==> src/rtl/eau_pkg.sv <==
package eau_pkg;
  localparam int unsigned DATA_W = 32;
  localparam int unsigned LANES  = DATA_W / 8;
  localparam int unsigned OFF_W  = $clog2(LANES);

  typedef enum logic [1:0] {
    SZ_BYTE = 2'b00,
    SZ_HALF = 2'b01,
    SZ_WORD = 2'b10,
    SZ_RSVD = 2'b11
  } acc_size_e;

  // index of the most significant byte of a value of the given size
  function automatic logic [OFF_W-1:0] top_byte(input acc_size_e sz);
    case (sz)
      SZ_BYTE: top_byte = OFF_W'(0);
      SZ_HALF: top_byte = OFF_W'(1);
      default: top_byte = OFF_W'(LANES - 1);
    endcase
  endfunction
endpackage

==> src/rtl/eau_align_chk.sv <==
module eau_align_chk
  import eau_pkg::*;
(
  input  logic [OFF_W-1:0] offset,
  input  acc_size_e        size,
  output logic             aligned,
  output logic [LANES-1:0] addr_mask
);
  always_comb begin
    aligned   = 1'b0;
    addr_mask = '0;
    case (size)
      SZ_BYTE: begin
        aligned   = 1'b1;
        addr_mask = LANES'(1) << offset;
      end
      SZ_HALF: begin
        aligned   = (offset[0] == 1'b0);
        addr_mask = LANES'(3) << offset;
      end
      SZ_WORD: begin
        aligned   = (offset == '0);
        addr_mask = '1;
      end
      default: begin
        aligned   = 1'b0;
        addr_mask = '0;
      end
    endcase
    if (!aligned) addr_mask = '0;
  end
endmodule

==> src/rtl/eau_store_steer.sv <==
module eau_store_steer
  import eau_pkg::*;
(
  input  logic [OFF_W-1:0]  offset,
  input  acc_size_e         size,
  input  logic              big_end,
  input  logic [DATA_W-1:0] wdata,
  input  logic [LANES-1:0]  addr_mask,
  output logic [LANES-1:0]  lane_be,
  output logic [DATA_W-1:0] lane_data
);
  logic [OFF_W-1:0] msb_idx;
  assign msb_idx = top_byte(size);

  for (genvar ln = 0; ln < LANES; ln++) begin : g_lane
    logic [OFF_W-1:0] word_pos;   // byte-address offset carried by this lane
    logic [OFF_W-1:0] rel_pos;    // distance from the request address
    logic [OFF_W-1:0] val_idx;    // which byte of the value lands here

    always_comb begin
      word_pos = big_end ? OFF_W'(LANES - 1 - ln) : OFF_W'(ln);
      rel_pos  = word_pos - offset;
      val_idx  = big_end ? (msb_idx - rel_pos) : rel_pos;
    end

    assign lane_be[ln]          = addr_mask[word_pos];
    assign lane_data[ln*8 +: 8] = addr_mask[word_pos] ? wdata[val_idx*8 +: 8] : 8'h00;
  end
endmodule

==> src/rtl/eau_load_merge.sv <==
module eau_load_merge
  import eau_pkg::*;
(
  input  logic [DATA_W-1:0] rdata,
  input  logic [OFF_W-1:0]  offset,
  input  acc_size_e         size,
  input  logic              big_end,
  input  logic              sext,
  output logic [DATA_W-1:0] value
);
  logic [OFF_W-1:0] msb_idx;
  logic [7:0]       vbyte [LANES];
  logic             fill;

  assign msb_idx = top_byte(size);

  for (genvar vb = 0; vb < LANES; vb++) begin : g_vbyte
    logic [OFF_W-1:0] word_pos;
    logic [OFF_W-1:0] lane_sel;
    always_comb begin
      word_pos = offset + (big_end ? (msb_idx - OFF_W'(vb)) : OFF_W'(vb));
      lane_sel = big_end ? (OFF_W'(LANES - 1) - word_pos) : word_pos;
    end
    assign vbyte[vb] = rdata[lane_sel*8 +: 8];
  end

  always_comb begin
    fill = 1'b0;
    case (size)
      SZ_BYTE: begin
        fill  = sext & vbyte[0][7];
        value = {{(DATA_W-8){fill}}, vbyte[0]};
      end
      SZ_HALF: begin
        fill  = sext & vbyte[1][7];
        value = {{(DATA_W-16){fill}}, vbyte[1], vbyte[0]};
      end
      default: value = {vbyte[3], vbyte[2], vbyte[1], vbyte[0]};
    endcase
  end
endmodule

==> src/rtl/endian_access_unit.sv <==
module endian_access_unit
  import eau_pkg::*;
#(
  parameter int unsigned ADDR_W = 16
) (
  input  logic                    clk,
  input  logic                    rst_n,
  input  logic                    req_valid,
  output logic                    req_ready,
  input  logic [ADDR_W-1:0]       req_addr,
  input  logic [1:0]              req_size,
  input  logic                    req_write,
  input  logic [31:0]             req_wdata,
  input  logic                    req_sext,
  input  logic                    cfg_big_end,
  output logic                    mem_en,
  output logic                    mem_we,
  output logic [ADDR_W-3:0]       mem_addr,
  output logic [3:0]              mem_be,
  output logic [31:0]             mem_wdata,
  input  logic [31:0]             mem_rdata,
  output logic                    rsp_valid,
  output logic                    rsp_err,
  output logic [31:0]             rsp_data
);
  localparam int unsigned WADDR_W = ADDR_W - OFF_W;

  acc_size_e         size_in;
  logic [OFF_W-1:0]  off_in;
  logic              accept;
  logic              aligned;
  logic [LANES-1:0]  addr_mask;
  logic [LANES-1:0]  lane_be;
  logic [DATA_W-1:0] lane_data;

  // state registers and their next values
  logic rdy_q, rdy_d;
  logic vld_q, vld_d;
  logic err_q, err_d;
  logic ld_q,  ld_d;
  logic [OFF_W-1:0] off_q;
  acc_size_e        size_q;
  logic             big_q;
  logic             sext_q;
  logic             meta_en;
  logic [DATA_W-1:0] merged;

  assign size_in = acc_size_e'(req_size);
  assign off_in  = req_addr[OFF_W-1:0];

  eau_align_chk u_align (
    .offset    (off_in),
    .size      (size_in),
    .aligned   (aligned),
    .addr_mask (addr_mask)
  );

  eau_store_steer u_steer (
    .offset    (off_in),
    .size      (size_in),
    .big_end   (cfg_big_end),
    .wdata     (req_wdata),
    .addr_mask (addr_mask),
    .lane_be   (lane_be),
    .lane_data (lane_data)
  );

  // request side
  always_comb begin
    accept    = req_valid & rdy_q;
    mem_en    = accept & aligned;
    mem_we    = mem_en & req_write;
    mem_addr  = req_addr[ADDR_W-1:OFF_W];
    mem_be    = mem_en ? lane_be : '0;
    mem_wdata = mem_we ? lane_data : '0;
  end

  // next state
  always_comb begin
    rdy_d   = 1'b1;
    vld_d   = accept;
    err_d   = accept & ~aligned;
    ld_d    = accept & aligned & ~req_write;
    meta_en = accept;
  end

  always_ff @(posedge clk or negedge rst_n) begin
    if (!rst_n) begin
      rdy_q <= 1'b0;
      vld_q <= 1'b0;
      err_q <= 1'b0;
      ld_q  <= 1'b0;
    end else begin
      rdy_q <= rdy_d;
      vld_q <= vld_d;
      err_q <= err_d;
      ld_q  <= ld_d;
    end
  end

  // request attributes held for the response cycle; no reset needed
  always_ff @(posedge clk) begin
    if (meta_en) begin
      off_q  <= off_in;
      size_q <= size_in;
      big_q  <= cfg_big_end;
      sext_q <= req_sext;
    end
  end

  eau_load_merge u_merge (
    .rdata   (mem_rdata),
    .offset  (off_q),
    .size    (size_q),
    .big_end (big_q),
    .sext    (sext_q),
    .value   (merged)
  );

  assign req_ready = rdy_q;
  assign rsp_valid = vld_q;
  assign rsp_err   = err_q;
  assign rsp_data  = ld_q ? merged : '0;

  logic unused_waddr;
  assign unused_waddr = ^WADDR_W;
endmodule

==> config.mk <==
export PLATFORM = sky130hd
export DESIGN_NAME = endian_access_unit
export DESIGN_NICKNAME = d
export VERILOG_FILES = /design/src/rtl/eau_pkg.sv /design/src/rtl/eau_align_chk.sv /design/src/rtl/eau_store_steer.sv /design/src/rtl/eau_load_merge.sv /design/src/rtl/endian_access_unit.sv
export SDC_FILE = /design/constraint.sdc
export NUM_CORES = 1
export LEC_CHECK = 0
export ABC_CLOCK_PERIOD_IN_PS = 3500
export BUFFER_PORTS_ARGS = -buffer_cell sky130_fd_sc_hd__buf_4
export CAP_MARGIN = 20
export CORE_MARGIN = 2
export CORE_UTILIZATION = 45
export CTS_BUF_LIST = sky130_fd_sc_hd__clkbuf_8
export DETAILED_ROUTE_END_ITERATION = 10
export MAX_ROUTING_LAYER = met4
export PLACE_DENSITY = 0.85
export SLEW_MARGIN = 20
export SYNTH_ARGS = -nofsm -noshare
export SYNTH_HDL_FRONTEND = slang
export SYNTH_SLANG_ARGS = --single-unit
==> constraint.sdc <==
create_clock -name clk -period 3.5 [get_ports clk]
set_clock_uncertainty 0.15 [all_clocks]
set_input_delay 0.35 -clock clk [delete_from_list [all_inputs] [get_ports clk]]
set_output_delay 0.35 -clock clk [all_outputs]
set_load 0.02 [all_outputs]
==> flow_metrics.env <==
export IMPL_outcome="completed"
export IMPL_path_class="flop to output pin"
export IMPL_ir_worst_vdd_uv=123
export IMPL_synth_seq_area_share_pct=9.82
export IMPL_min_path_type="input port to flop"
export IMPL_clk_pin_slew_ns=0.04
export IMPL_vias_per_cell=5.91
export IMPL_synthTopCellsByCount="38 x mux2i_1, 29 x nand2_1, 24 x a211oi_1, 23 x mux4_2, 22 x and2_1"
export IMPL_holdPathStages=1
export IMPL_grt_usage_pct=24.7
export IMPL_hold_slack_ns=0.154
export IMPL_syn_to_final_growth_pct=45.9
export IMPL_dr_pass1_iters=4
export IMPL_fin_nets=541
export IMPL_p_sw_share_pct=37.6
export IMPL_synthArstFlopShare_pct=40.0
export IMPL_post_route_period_util_pct=97.3
export IMPL_drc=0
export IMPL_root_buffer="clkbuf_8"
export IMPL_powerDensity_mw_per_mm2=209
export IMPL_synthDistinctLibCells=45
export IMPL_synth_top_area_cell="mux4_2"
export IMPL_seq_power_share_pct=15.8
export IMPL_critPathLaunchType="flop"
export IMPL_start_util_pct=45.7
export IMPL_setup_violations=0
export IMPL_syn_area_mm2=0.00285
export IMPL_first_global_vias=3041
export IMPL_synth_area_top_cells="mux4_2 18%, mux2i_1 13%, a211oi_1 6.3%"
export IMPL_cts_buffer_depth=2
export IMPL_fmax_ghz=0.294
export IMPL_syn_inst=306
export IMPL_finish_utilization_pct=66.7
export IMPL_grt_pass1_wl_mm=14.3
export IMPL_place_area_mm2=0.00396
export IMPL_die_width_um=83.6
export IMPL_ys_ff_latch=10
export IMPL_dp_hpwl_mm=7.17
export IMPL_gr_total_overflow=0
export IMPL_synthMuxAreaShare_pct=40.0
export IMPL_drt_iter0_markers=122
export IMPL_p_sw_w=0.000327
export IMPL_cts_htree_levels=1
export IMPL_num_rows=29
export IMPL_pwr_share_clk_pct=15.7
export IMPL_synthSimpleGateAreaFrac_pct=17.1
export IMPL_cts_sinks=10
export IMPL_slew_viol_final=0
export IMPL_final_cell_area_mm2=0.00416
export IMPL_p_leak_nw=1.93
export IMPL_synth_edf_count=6
export IMPL_synth_top_area_share_pct=18.1
export IMPL_clkLatencyLatePin_ns=0.22
export IMPL_ys_flop_type="edfxtp_1"
export IMPL_finalSetupTns_ns=0
export IMPL_wl_mm=9.02
export IMPL_wl_per_cell_um=17.3
export IMPL_synthAdderAreaFrac_pct=2.63
export IMPL_pwr_share_comb_pct=68.5
export IMPL_drv_cap=0
export IMPL_avgSynthCellArea_um2=9.33
export IMPL_synth_compound_area_share_pct=16.2
export IMPL_syn_nets=400
export IMPL_reg2reg_depth=3
export IMPL_antenna_found_initial=0
export IMPL_synth_top_family_by_area="multiplexers"
export IMPL_dieArea_mm2=0.00699
export IMPL_max_slew_margin_rel_pct=25.9
export IMPL_ys_warnings_count=0
export IMPL_cts_tree="yes"
export IMPL_vias=3091
export IMPL_grt_max_degree=32
export IMPL_yosysMostFrequentCell="mux2i_1"
export IMPL_worstSetupEndpointType="output pin"
export IMPL_die_height_um=83.6
export IMPL_drive_above_1_share_pct=51.6
export IMPL_synth_xor_area_share_pct=6.01
export IMPL_ant_nets=0
export IMPL_final_hold_viol_count=0
export IMPL_ff2ff_setup_slack_ns=2.00
export IMPL_place_port_buffers=146
export IMPL_critPathMaxFanout=13
export IMPL_place_congestion=0.944
export IMPL_worst_pin_slew_ns=1.11
export IMPL_fin_ws_ns=0.0940
export IMPL_core_area_mm2=0.00624
export IMPL_boundaryPins=175
export IMPL_crit_arrival_ns=2.91
export IMPL_required_ns=3.00
export IMPL_n_antenna_cell=0
export IMPL_intPower_w=0.000543
export IMPL_place_ws_ns=0.227
export IMPL_n_fill_cell=484
export IMPL_cts_buffers=3
export IMPL_period_needed_ns=3.41
-- layout by cell type, fill, tap and decap left out, types with 2 or more instances in the layout --
cell type	n
ha_1	5
nand3_1	4
mux2i_4	2
buf_4	168
a211oi_1	24
o21ai_2	10
nand2_1	29
mux2i_1	36
xnor2_1	4
nor2b_1	11
a21oi_1	2
buf_12	2
nor3b_1	2
nand2b_1	2
a21boi_0	3
a21boi_1	5
nor2_1	20
mux4_2	23
xor2_1	4
mux4_1	5
mux2_2	8
and2_1	22
clkbuf_8	4
inv_1	5
o21ai_0	10
xnor2_2	3
dfrtp_1	4
edfxtp_1	6
or2_2	2
a31oi_1	4
-- state kept, by name (all words and copies together) (netlist names) --
| name | cells |
|---|---|
| size_q | 2 |
| req_ready | 1 |
| off_q | 2 |
| rsp_valid | 1 |
| ld_q | 1 |
| sext_q | 1 |
| rsp_err | 1 |
| big_q | 1 |
-- repair_timing --
item,4_1_cts,5_1_grt
gates resized for setup,0,5
hold endpoints to repair,4,0
endpoints found under the setup margin,1,22
buffers inserted,0,11
hold buffers,1,0
pin swaps,1,4
-- logic make-up after synthesis --
| group | Yosys count |
|---|---|
| XOR/XNOR | 14 |
| other | 1 |
| flip-flops | 10 |
| AND/OR/NAND/NOR | 97 |
| AO/OA/AOI/OAI | 63 |
| buffers and inverters | 40 |
| adder cells (fa/ha/maj) | 6 |
| multiplexers | 75 |
-- worst paths after layout --
kind	start	end
max in group asynchronous	rst_n	ld_q
max	size_q[0]	rsp_data[18]
min in group asynchronous	rst_n	rsp_valid
max reg2reg	req_ready	ld_q
min reg2reg	req_ready	rsp_valid
min	req_sext	sext_q
-- worst max-delay path: stages (launching register included) --
cell      delay [ns]
edfxtp_1        0.41
or2_2           0.33
nand2_1         0.09
inv_1           0.08
ha_4            0.30
xor2_4          0.19
buf_12          0.14
mux2i_2         0.29
mux2i_4         0.13
a22oi_4         0.26
buf_12          0.18
o21ai_0         0.08
buf_4           0.18
-- metal layers --
layer  track usage (%)  wire length, um
met3              5.14              871
met2              42.8             4620
met5                 -                0
met1              29.6             3380
met4              5.72              146
-- area by class of cell --
| type | instances | area (um^2) | share of cell area [%] |
|---|---|---|---|
| inverter | 5 | 18.8 | 0.451 |
| sequential | 10 | 280 | 6.73 |
| timing repair buffer | 171 | 1310 | 31.5 |
| clock buffer | 4 | 55.1 | 1.32 |
| tap | 77 | 96.3 | 2.31 |
| multi-input combinational | 256 | 2400 | 57.7 |
-- stage by stage --
step / total power, W / cells
2_1_floorplan: 0.000539 / 306
3_3_place_gp: 0.000676 / 507
3_5_place_dp: 0.000694 / 507
4_1_cts: 0.000834 / 512
5_1_grt: 0.000924 / 523
6_report: 0.000870 / 523
-- power groups by stage --
| stage | Combinational, W | Sequential (W) | Clock (W) |
|---|---|---|---|
| final | 0.000597 | 0.000137 | 0.000136 |
| after global routing | 0.000640 | 0.000138 | 0.000145 |
| after CTS | 0.000558 | 0.000137 | 0.000139 |
| after detailed placement | 0.000556 | 0.000139 | 0 |
| after global placement | 0.000538 | 0.000138 | 0 |
| after floorplan | 0.000400 | 0.000139 | 0 |
No activity file was read; power rests on OpenSTA's default activity.
